File: src/rtl/dsm3_pkg.sv
package dsm3_pkg;
    localparam int LVL_W   = 4;
    localparam int LVL_MAX = 4;
    typedef logic signed [LVL_W-1:0] lvl_t;
endpackage

File: src/rtl/dsm3_cmul.sv
// Constant gain y = floor(a * N / 2^SH) built only from shifts and adds.
module dsm3_cmul #(
    parameter int IW = 16,
    parameter int OW = 16,
    parameter int N  = 1,
    parameter int SH = 0
) (
    input  logic signed [IW-1:0] a,
    output logic signed [OW-1:0] y
);
    localparam int NB = (N < 2) ? 1 : $clog2(N + 1);
    localparam int PW = IW + NB + 1;

    logic signed [PW-1:0] part [0:NB];
    logic signed [PW-1:0] shifted;

    assign part[0] = '0;

    for (genvar b = 0; b < NB; b++) begin : g_bit
        if (((N >> b) & 1) == 1) begin : g_on
            assign part[b+1] = part[b] + (PW'(a) <<< b);
        end else begin : g_off
            assign part[b+1] = part[b];
        end
    end

    assign shifted = part[NB] >>> SH;
    assign y       = OW'(shifted);
endmodule

File: src/rtl/dsm3_quant.sv
// Nine-level saturating quantizer.
module dsm3_quant
    import dsm3_pkg::*;
#(
    parameter int W = 24
) (
    input  logic signed [W-1:0] v,
    output lvl_t                s
);
    localparam logic signed [W-1:0] TOP = W'(LVL_MAX);
    localparam logic signed [W-1:0] BOT = -W'(LVL_MAX);

    always_comb begin
        if (v > TOP) begin
            s = lvl_t'(LVL_MAX);
        end else if (v < BOT) begin
            s = -lvl_t'(LVL_MAX);
        end else begin
            s = v[LVL_W-1:0];
        end
    end
endmodule

File: src/rtl/dsm3_integ.sv
// Delayed, saturating integrator: x <= sat(x + add - sub) on each enabled step.
module dsm3_integ #(
    parameter int IW = 24
) (
    input  logic                 clk_i,
    input  logic                 rst_i,
    input  logic                 en_i,
    input  logic signed [IW+1:0] add_i,
    input  logic signed [IW+1:0] sub_i,
    output logic signed [IW-1:0] x_o
);
    localparam int SW = IW + 3;
    localparam logic signed [SW-1:0] HI = {4'b0000, {(IW-1){1'b1}}};
    localparam logic signed [SW-1:0] LO = {4'b1111, {(IW-1){1'b0}}};

    logic signed [SW-1:0] sum;
    logic signed [IW-1:0] nxt;

    always_comb begin
        sum = SW'(x_o) + SW'(add_i) - SW'(sub_i);
        if (sum > HI) begin
            nxt = HI[IW-1:0];
        end else if (sum < LO) begin
            nxt = LO[IW-1:0];
        end else begin
            nxt = sum[IW-1:0];
        end
    end

    always_ff @(posedge clk_i) begin
        if (rst_i) begin
            x_o <= '0;
        end else if (en_i) begin
            x_o <= nxt;
        end
    end
endmodule

File: src/rtl/dsm3_modulator.sv
module dsm3_modulator
    import dsm3_pkg::*;
#(
    parameter int DW    = 16,
    parameter int GUARD = 8,
    parameter int A1    = 8192,
    parameter int A2    = 8192,
    parameter int A3    = 8192,
    parameter int C1N   = 1,
    parameter int C1S   = 1,
    parameter int C2N   = 1,
    parameter int C2S   = 1,
    parameter int C3N   = 1,
    parameter int C3S   = 13
) (
    input  logic                 clk_i,
    input  logic                 rst_i,
    input  logic                 en_i,
    input  logic signed [DW-1:0] u_i,
    input  logic signed [DW-1:0] ofs_i,
    output logic signed [3:0]    s_o
);
    localparam int IW = DW + GUARD;
    localparam int TW = IW + 2;

    logic signed [IW-1:0] x1_q, x2_q, x3_q;
    logic signed [IW-1:0] q_scaled;
    lvl_t                 s_now, s_q;
    logic signed [TW-1:0] fb1, fb2, fb3, g1, g2, uin;

    // quantizer path, driven by the pre-update x3
    dsm3_cmul #(.IW(IW), .OW(IW), .N(C3N), .SH(C3S)) u_c3 (.a(x3_q), .y(q_scaled));
    dsm3_quant #(.W(IW)) u_q (.v(q_scaled), .s(s_now));

    // feedback gains
    dsm3_cmul #(.IW(LVL_W), .OW(TW), .N(A1), .SH(0)) u_a1 (.a(s_now), .y(fb1));
    dsm3_cmul #(.IW(LVL_W), .OW(TW), .N(A2), .SH(0)) u_a2 (.a(s_now), .y(fb2));
    dsm3_cmul #(.IW(LVL_W), .OW(TW), .N(A3), .SH(0)) u_a3 (.a(s_now), .y(fb3));

    // forward gains between stages
    dsm3_cmul #(.IW(IW), .OW(TW), .N(C1N), .SH(C1S)) u_c1 (.a(x1_q), .y(g1));
    dsm3_cmul #(.IW(IW), .OW(TW), .N(C2N), .SH(C2S)) u_c2 (.a(x2_q), .y(g2));

    assign uin = TW'(u_i) + TW'(ofs_i);

    dsm3_integ #(.IW(IW)) u_i1 (
        .clk_i(clk_i), .rst_i(rst_i), .en_i(en_i),
        .add_i(uin), .sub_i(fb1), .x_o(x1_q)
    );
    dsm3_integ #(.IW(IW)) u_i2 (
        .clk_i(clk_i), .rst_i(rst_i), .en_i(en_i),
        .add_i(g1), .sub_i(fb2), .x_o(x2_q)
    );
    dsm3_integ #(.IW(IW)) u_i3 (
        .clk_i(clk_i), .rst_i(rst_i), .en_i(en_i),
        .add_i(g2), .sub_i(fb3), .x_o(x3_q)
    );

    always_ff @(posedge clk_i) begin
        if (rst_i) begin
            s_q <= '0;
        end else if (en_i) begin
            s_q <= s_now;
        end
    end

    assign s_o = s_q;
endmodule

File: config.mk
export PLATFORM = sky130hd
export DESIGN_NAME = dsm3_modulator
export DESIGN_NICKNAME = d
export VERILOG_FILES = /design/src/rtl/dsm3_pkg.sv /design/src/rtl/dsm3_cmul.sv /design/src/rtl/dsm3_quant.sv /design/src/rtl/dsm3_integ.sv /design/src/rtl/dsm3_modulator.sv
export SDC_FILE = /design/constraint.sdc
export NUM_CORES = 1
export LEC_CHECK = 0
export CORE_UTILIZATION = 40
export DETAILED_ROUTE_END_ITERATION = 8
export PLACE_DENSITY = 0.67
export REMOVE_ABC_BUFFERS = 1
export SLEW_MARGIN = 10
export SYNTH_ARGS = -nofsm -noshare
export SYNTH_HDL_FRONTEND = slang
export SYNTH_HIERARCHICAL = 1
export SYNTH_SLANG_ARGS = --single-unit
File: constraint.sdc
create_clock -name clk_i -period 10.7 [get_ports clk_i]
set_input_delay 1.07 -clock clk_i [delete_from_list [all_inputs] [get_ports clk_i]]
set_output_delay 1.07 -clock clk_i [all_outputs]
set_load 0.02 [all_outputs]
==> results of run 1 <==
routing by layer:
layer | GRT usage | part of all wire | vias to the layer above
met1 | 0.220 | 0.45 | 4624
met4 | 0.0298 | 0.012 | 0
met5 | 0 | 0 | -
met2 | 0.305 | 0.50 | 147
li1 | - | - | 4726
met3 | 0.0183 | 0.033 | 18
per-stage QoR:
step / worst slack (ns) / cells
6_report: 3.82 / 1838
5_1_grt: 3.32 / 1838
4_1_cts: 3.85 / 1838
3_5_place_dp: 3.49 / 1822
3_3_place_gp: 3.55 / 1822
2_1_floorplan: 4.76 / 1390
worst min-delay path by stage:
stage                              from                  endpoint  slack, ns  depth (start not counted)
4_1_cts        u_i1/x_o[0]$_SDFFE_PP0P_  u_i1/x_o[0]$_SDFFE_PP0P_       0.49                          2
3_3_place_gp   u_i3/x_o[0]$_SDFFE_PP0P_  u_i3/x_o[0]$_SDFFE_PP0P_       0.48                          2
2_1_floorplan  u_i1/x_o[0]$_SDFFE_PP0P_  u_i1/x_o[0]$_SDFFE_PP0P_       0.46                          2
6_report       u_i2/x_o[0]$_SDFFE_PP0P_  u_i2/x_o[0]$_SDFFE_PP0P_       0.49                          2
3_5_place_dp   u_i1/x_o[0]$_SDFFE_PP0P_  u_i1/x_o[0]$_SDFFE_PP0P_       0.49                          2
5_1_grt        u_i2/x_o[0]$_SDFFE_PP0P_  u_i2/x_o[0]$_SDFFE_PP0P_       0.51                          2
cell families (layout without fill, tap and decap cells):
group,after synthesis,after routing,share of synthesized area
buffers and inverters,481,341,0.206
multiplexers,8,8,0.00654
AO/OA/AOI/OAI,360,360,0.229
other,3,39,0.000919
adder cells (fa/ha/maj),176,176,0.228
AND/OR/NAND/NOR,369,369,0.147
flip-flops,76,76,0.124
XOR/XNOR,79,79,0.0571
final cells by class:
type                       count  area, µm²
fill                        3030      17800
multi-input combinational   1031       8330
sequential                    76       1520
inverter                     283       1060
tap                          390        488
timing repair buffer          42        403
clock buffer                  10        239
clock inverter                 6       70.1
worst min-delay path: stages, from the launching register on:
cell and delay, ns:
dfxtp_1 0.30, inv_1 0.06, o32ai_1 0.08
Yosys cell counts (17+ instances only):
library cell	instances	area, µm²
a211oi_2	63	788
xor2_1	34	298
fa_1	79	1580
inv_1	283	1060
dfxtp_1	76	1520
ha_1	97	1210
o21ai_0	50	250
a21o_1	31	233
nand2_1	132	495
nand3_1	20	100
nand4_1	17	106
buf_4	154	1160
xnor2_1	44	385
clkbuf_1	19	71.3
nor2_1	108	405
a21oi_1	107	536
flip-flops by register name (all words and copies together), names as in the netlist:
| register | count |
|---|---|
| s_o | 4 |
| u_i1/x_o | 24 |
| u_i2/x_o | 24 |
| u_i3/x_o | 24 |
==> impl_metrics.tcl, run 1 <==
set metrics [dict create \
    path_cells "clkdlybuf4s50_1, ha_1, fa_1, a21o_1, a221oi_2, nand4b_2, a21oi_1, o22ai_2, inv_1, fa_1, inv_1, ha_1, a21oi_1, o21ai_0, a21o_1, a221oi_1, nand3_2, xnor2_2, a31oi_2, nor2b_4, a211oi_1" \
    hold_path_class "reg -> reg" \
    portBuffers 38 \
    crit_path_start_kind "input port" \
    startpoint "u_i[0]" \
    avgRoutedWirePerCell_um 13.8 \
    rsz0062_at_grt "false" \
    path_max_fanout 21 \
    drc 0 \
    rows 63 \
    arrival_ns 7.05 \
    fin_util 0.406 \
    dp_hpwl_mm 20.1 \
    synthArstFlopShare 0 \
    grt_pass1_wl_mm 43.8 \
    placed_cell_area_um2 11800 \
    fin_crit_sh 0.643 \
    path_delay_family "compound AO/OA/AOI/OAI gates" \
    layout_min_cycle_time_ns 6.88 \
    path_buf_inv 3 \
    antenna_found_initial 0 \
    clk_pin_slew_ns 0.07 \
    syn_inst 1552 \
    fin_nets 1654 \
    viasPerCell 5.18 \
    tns_ns 0 \
    path_depth 21 \
    diodes 0 \
    netlist_area_um2 12200 \
    drive_above_1_share 0.0925 \
    reg2reg_to "u_i2/x_o[9]$_SDFFE_PP0P_" \
    critical_path.endpoint "u_i1/x_o[19]$_SDFFE_PP0P_" \
    drtPass1Iterations 5 \
    cts_hold_buffers 0 \
    die_h_um 177 \
    max-cap-violations 0 \
    drt_iter0_markers 614 \
    worst_ep_required_time_ns 10.87 \
    rrSetupSlack_ns 4.60 \
    cts.repair.resized 0 \
    worstRegToRegCells 16 \
    skew_ns 0.00996 \
    coreArea_um2 29900 \
    final_cell_mix "283 x inv_1, 132 x nand2_1, 108 x nor2_1, 107 x a21oi_1, 97 x ha_1" \
    grt_usage 0.170 \
    fin_area_um2 12100 \
    yosysSeqAreaShare 0.124 \
    io_pins 39 \
    antenna_left 0 \
    vias 9515 \
    ys_dominant_reg_cell "dfxtp_1" \
    wirelength_mm 25.3 \
    hold_viol_final 0 \
    worstSetupEndpointType "flip-flop" \
    max_freq_mhz 145 \
    status "completed" \
    die_area_um2 31300 \
    critPathSlowestCell "nor2b_4" \
    start_util 0.410 \
    syn2layout_area_growth_pct -1.04 \
    clk_latency_ns 0.34 \
    critPathMaxStageDelay_ns 0.63 \
    numCtsBuffers 9 \
    yosysWarnings 6 \
    max_slew_margin 0.260 \
    hold_ws_ns 0.490 \
    slew_viol_final 0 \
    layout_commonest_cell "inv_1" \
    cts_sinks 76 \
    ys_ff_latch 76 \
    setup_viol 0 \
    cts_root_buf "clkbuf_16" \
    rr_startpoint "u_i3/x_o[23]$_SDFFE_PP0P_" \
    htreeDepth 3 \
    critPathKind "in -> reg" \
    grt_pass1_vias 9435 \
    cts_tree "yes" \
    avgSynthCellArea_um2 7.89 \
    synth.distinct_cells 81 \
    post_cts_buffers 0 \
    clockBufferDepth 2 \
    worst_pin_slew_ns 1.11 \
    die_w_um 177 \
    routabilityCongestion 0.893 \
    grt_remaining_overflow 0 \
    grt_max_degree 73 \
    synth_edf_count 0 \
]
Power of run 1 is left out: the tool's default activity adds up to more than one toggle a clock period on the data nets, which glitch-free logic cannot reach.
==> run 2, diff against run 1 <==
==> constraint.sdc (replaced) <==
create_clock -name clk_i -period 6.5 [get_ports clk_i]
set_input_delay 0.65 -clock clk_i [delete_from_list [all_inputs] [get_ports clk_i]]
set_output_delay 0.65 -clock clk_i [all_outputs]
set_load 0.02 [all_outputs]
==> run 2 against run 1 <==
Effect of this change:
- clock skew is 0.00065 ns higher
- register-to-register slack worse by 4.1 ns
- first-iteration DRC count shrank 12%
- count of clock-buffer cells in the layout fell by 1
- critical endpoint unchanged
- wire length rose by 0.63%
- global-route usage about the same
- non-clock buffer count grew 7
- sequential cell count unchanged
- worst setup slack got worse by 3.3 ns
- core utilization grew 0.45 points
==> impl_metrics.tcl, run 2 (synthesis gave the netlist of run 1 again) <==
set metrics [dict create \
    max-cap-violations 0 \
    coreArea_um2 29900 \
    avgRoutedWirePerCell_um 13.8 \
    clockBufferDepth 2 \
    cts_root_buf "clkbuf_16" \
    cts_hold_buffers 0 \
    worst_pin_slew_ns 0.982 \
    grt_pass1_vias 9206 \
    layout_commonest_cell "inv_1" \
    rsz0062_at_grt "false" \
    die_h_um 177 \
    skew_ns 0.0106 \
    rows 63 \
    syn2layout_area_growth_pct 0.0617 \
    tns_ns 0 \
    start_util 0.410 \
    final_cell_mix "283 x inv_1, 132 x nand2_1, 108 x nor2_1, 107 x a21oi_1, 97 x ha_1" \
    status "completed" \
    hold_path_class "reg -> reg" \
    clk_pin_slew_ns 0.07 \
    max_slew_margin 0.346 \
    drtPass1Iterations 5 \
    portBuffers 38 \
    slew_viol_final 0 \
    cts_tree "yes" \
    dp_hpwl_mm 20.2 \
    critPathKind "in -> reg" \
    htreeDepth 3 \
    setup_viol 0 \
    drt_iter0_markers 538 \
    multiInputGateArea_um2 8350 \
    die_area_um2 31300 \
    layout_min_cycle_time_ns 5.98 \
    hold_viol_final 0 \
    path_max_fanout 21 \
    grt_usage 0.170 \
    seqCellArea_um2 1520 \
    grt_max_degree 85 \
    fillers 3003 \
    die_w_um 177 \
    worstSetupEndpointType "flip-flop" \
    drc 0 \
    diodes 0 \
    wirelength_mm 25.5 \
    numCtsBuffers 9 \
    max_freq_mhz 167 \
    fin_nets 1662 \
    drive_above_1_share 0.0975 \
    reg_top3 "u_i1/x_o x24, u_i2/x_o x24, u_i3/x_o x24" \
    io_pins 39 \
    grt_remaining_overflow 0 \
    arrival_ns 6.24 \
    crit_path_start_kind "input port" \
    worst_ep_required_time_ns 6.76 \
    grt_pass1_wl_mm 43.6 \
    fin_crit_sh 0.920 \
    clk_latency_ns 0.35 \
    routabilityCongestion 0.892 \
    antenna_left 0 \
    vias 9454 \
    antenna_found_initial 0 \
    cts_sinks 76 \
    viasPerCell 5.12 \
]
-- run 2: metal layers --
| metal | GRT usage | wire (µm) |
|---|---|---|
| met5 | 0 | 0 |
| met2 | 0.296 | 12200 |
| met4 | 0.0442 | 384 |
| met1 | 0.222 | 11900 |
| met3 | 0.0195 | 995 |
-- run 2: path summary, 6_finish.rpt --
kind                          endpoint  slack (ns)                 startpoint  depth (start not counted)
max reg2reg   u_i2/x_o[9]$_SDFFE_PP0P_        0.54  u_i3/x_o[23]$_SDFFE_PP0P_                         15
max          u_i1/x_o[19]$_SDFFE_PP0P_        0.52                     u_i[0]                         22
min reg2reg   u_i2/x_o[0]$_SDFFE_PP0P_        0.50   u_i2/x_o[0]$_SDFFE_PP0P_                          2
min           u_i2/x_o[0]$_SDFFE_PP0P_        0.50   u_i2/x_o[0]$_SDFFE_PP0P_                          2
-- run 2: timing repair --
item / CTS / global route
gates resized for setup: 0 / 1
setup endpoints to repair: 0 / 3
buffers inserted: 0 / 0
-- run 2: per-stage QoR --
step                hold slack (ns)  instances  area (µm²)   util  setup WS, ns
floorplan                     0.460       1390       10900      -         0.677
global placement              0.477       1829       11900  0.398         0.274
detailed placement            0.491       1829       11900  0.398         0.171
CTS                           0.502       1845       12200  0.410         0.506
global route                  0.527       1846       12300  0.410        0.0198
finish                        0.497       1846       12300  0.410         0.519
-- run 2: critical path, cell delays in order --
cell	delay, ns
clkdlybuf4s50_1	0.40
ha_1	0.24
fa_1	0.42
a21o_1	0.23
a221oi_2	0.37
nand4b_2	0.25
a21oi_1	0.10
o22ai_2	0.33
inv_1	0.12
fa_1	0.54
inv_1	0.04
ha_1	0.36
a21oi_1	0.28
o21ai_0	0.19
a21o_1	0.20
a221oi_1	0.36
nand3_2	0.14
xnor2_2	0.21
a31oi_2	0.35
nor2b_4	0.08
buf_12	0.18
a211oi_1	0.19
-- run 2: final cells by class --
type                       count  area share
multi-input combinational   1032       0.682
clock buffer                   9      0.0184
inverter                     283      0.0867
timing repair buffer          49      0.0392
sequential                    76       0.124
tap                          390      0.0398
clock inverter                 7      0.0101
Power of run 2 is left out for the same reason.
==> run 3, diff against run 2 <==
--- a/config.mk
+++ b/config.mk
@@ -5,8 +5,10 @@
 export SDC_FILE = /design/constraint.sdc
 export NUM_CORES = 1
 export LEC_CHECK = 0
+export ABC_AREA = 1
 export CORE_UTILIZATION = 40
 export DETAILED_ROUTE_END_ITERATION = 8
+export HOLD_SLACK_MARGIN = 0.15
 export PLACE_DENSITY = 0.67
 export REMOVE_ABC_BUFFERS = 1
 export SLEW_MARGIN = 10
==> run 3 against run 2 <==
Effect of this change:
- final area is 9.3% higher
- die area is 9.0% higher
- wire length is 13% higher
- critical endpoint is now u_i3/x_o[19]$_SDFFE_PP0P_
- sequential share of layout area is 1.1 points lower
- maximum frequency is 16% higher
==> impl_metrics.tcl, run 3 <==
set metrics [dict create \
    status "completed" \
    yosysWarnings 6 \
    tns_ns 0 \
    path_delay_family "compound AO/OA/AOI/OAI gates" \
    grt_pass1_vias 10985 \
    clk_latency_ns 0.35 \
    avgRoutedWirePerCell_um 11.7 \
    pre_cts_slack_ns 1.05 \
    clockBufferDepth 2 \
    routabilityCongestion 0.911 \
    critPathKind "reg -> reg" \
    path_buf_inv 5 \
    start_util 0.408 \
    portBuffers 38 \
    viasPerCell 4.51 \
    arrival_ns 5.34 \
    drc 0 \
    grt_pass1_wl_mm 49.1 \
    numCtsBuffers 9 \
    drt_iter0_markers 510 \
    synth.top_cell.area_share 0.146 \
    avgSynthCellArea_um2 6.39 \
    coreArea_um2 32700 \
    synth_area_leaders "nand2_1 15%, inv_1 14%, fa_1 12%" \
    final_cell_count_no_fill 2447 \
    crit_path_start_kind "flip-flop" \
    fin_crit_sh 0.793 \
    worstSetupEndpointType "flip-flop" \
    ys_ff_latch 76 \
    path_depth 18 \
    syn2layout_area_growth_pct 0.272 \
    drive_above_1_share 0.0963 \
    hold_path_class "reg -> reg" \
    skew_ns 0.00907 \
    final_cell_mix "521 x nand2_1, 501 x inv_1, 116 x nor2_1, 97 x ha_1, 96 x a21oi_1" \
    synthArstFlopShare 0 \
    synth_edf_count 0 \
    cts_sinks 76 \
    antenna_left 0 \
    rows 66 \
    reg_top3 "u_i1/x_o x24, u_i2/x_o x24, u_i3/x_o x24" \
    diodes 0 \
    vias 11036 \
    hold_viol_final 0 \
    path_max_fanout 37 \
    rsz0062_at_grt "false" \
    fin_nets 2211 \
    grt_remaining_overflow 0 \
    synth_top_cell_by_area "nand2_1" \
    whs_path_depth 2 \
    critPathMaxStageDelay_ns 0.82 \
    drtPass1Iterations 5 \
    synth_commonest_cells "521 x nand2_1, 501 x inv_1, 154 x buf_4, 116 x nor2_1, 97 x ha_1" \
    synth.distinct_cells 34 \
    die_w_um 185 \
    setup_ws_ns 1.34 \
    htreeDepth 3 \
    max_freq_mhz 194 \
    max-cap-violations 0 \
    ys_dominant_reg_cell "dfxtp_1" \
    clk_pin_slew_ns 0.07 \
    setup_viol 0 \
    cts_hold_buffers 0 \
    layout_min_cycle_time_ns 5.16 \
    cts_root_buf "clkbuf_16" \
    grt_max_degree 69 \
    worst_ep_required_time_ns 6.69 \
    synth.most_common_cell "nand2_1" \
    worstRegToRegCells 18 \
    die_area_um2 34100 \
    die_h_um 185 \
    dp_hpwl_mm 24.2 \
    cts_tree "yes" \
    wirelength_mm 28.6 \
    cts.repair.resized 0 \
    max_slew_margin 0.298 \
    netlist_area_um2 13400 \
    io_pins 39 \
    yosysSeqAreaShare 0.114 \
    path_cells "buf_4, inv_1, nand2_1, inv_1, nor2_1, fa_1, inv_1, ha_1, nand2_1, inv_1, a21oi_1, o21ai_1, a21oi_1, nand2_1, nand2_1, nand2_2, a21oi_4, a21oi_1" \
    antenna_found_initial 0 \
    slew_viol_final 0 \
    layout_commonest_cell "nand2_1" \
    place_inst 2431 \
    fillers 3563 \
    worst_pin_slew_ns 1.05 \
    grt_usage 0.177 \
    post_cts_buffers 0 \
    critPathSlowestCell "a21oi_4" \
    syn_inst 2091 \
]
-- run 3: cell types whose count changed after synthesis, moves of 30 or more --
cell / change
nand2_2: +73
nand3_1: +36
a211oi_2: -63
a21oi_2: +60
inv_1: +218
o21ai_0: +30
nand2_1: +389
-- run 3: cell type report --
cell class,instances,area [µm²],share of cell area
clock buffers,9,225,0.0168
clock inverters,7,98.8,0.00738
inverters,508,1910,0.142
multi-input cells,1364,8690,0.649
flip-flops and latches,76,1520,0.114
well taps,442,553,0.0413
repair buffers,41,398,0.0297
-- run 3: worst register-to-register path, delay by kind of cell, from the launching register on --
kind | cells | cell delay, ns
AND/OR/NAND/NOR | 6 | 1.12
buffers and inverters | 5 | 0.81
flip-flops | 1 | 0.74
adder cells (fa/ha/maj) | 2 | 0.81
AO/OA/AOI/OAI | 5 | 1.51
-- run 3: stage by stage --
stage | util | hold slack [ns] | area [µm²]
2_1_floorplan | - | 0.439 | 12100
3_3_place_gp | 0.400 | 0.449 | 13100
3_5_place_dp | 0.400 | 0.455 | 13100
4_1_cts | 0.410 | 0.463 | 13400
5_1_grt | 0.410 | 0.479 | 13400
6_report | 0.410 | 0.458 | 13400
-- run 3: final timing paths --
check | to | slack (ns) | from
max reg2reg | u_i3/x_o[19]$_SDFFE_PP0P_ | 1.34 | u_i3/x_o[23]$_SDFFE_PP0P_
min | s_o[1]$_SDFFE_PP0P_ | 0.46 | s_o[1]$_SDFFE_PP0P_
max | u_i3/x_o[19]$_SDFFE_PP0P_ | 1.34 | u_i3/x_o[23]$_SDFFE_PP0P_
min reg2reg | s_o[1]$_SDFFE_PP0P_ | 0.46 | s_o[1]$_SDFFE_PP0P_
-- run 3: kinds of logic after synthesis --
kind of cell / share of synthesized area
flip-flops: 0.114
XOR/XNOR: 0.0452
AO/OA/AOI/OAI: 0.118
other: 0.000843
AND/OR/NAND/NOR: 0.267
adder cells (fa/ha/maj): 0.209
buffers and inverters: 0.246
-- run 3: metal layers --
metal | vias to the layer above | part of all wire | track usage
li1 | 5872 | - | -
met1 | 5011 | 0.47 | 0.216
met2 | 124 | 0.50 | 0.335
met3 | 29 | 0.016 | 0.0101
met4 | 0 | 0.018 | 0.0446
met5 | - | 0 | 0
Power of run 3 is left out for the same reason.
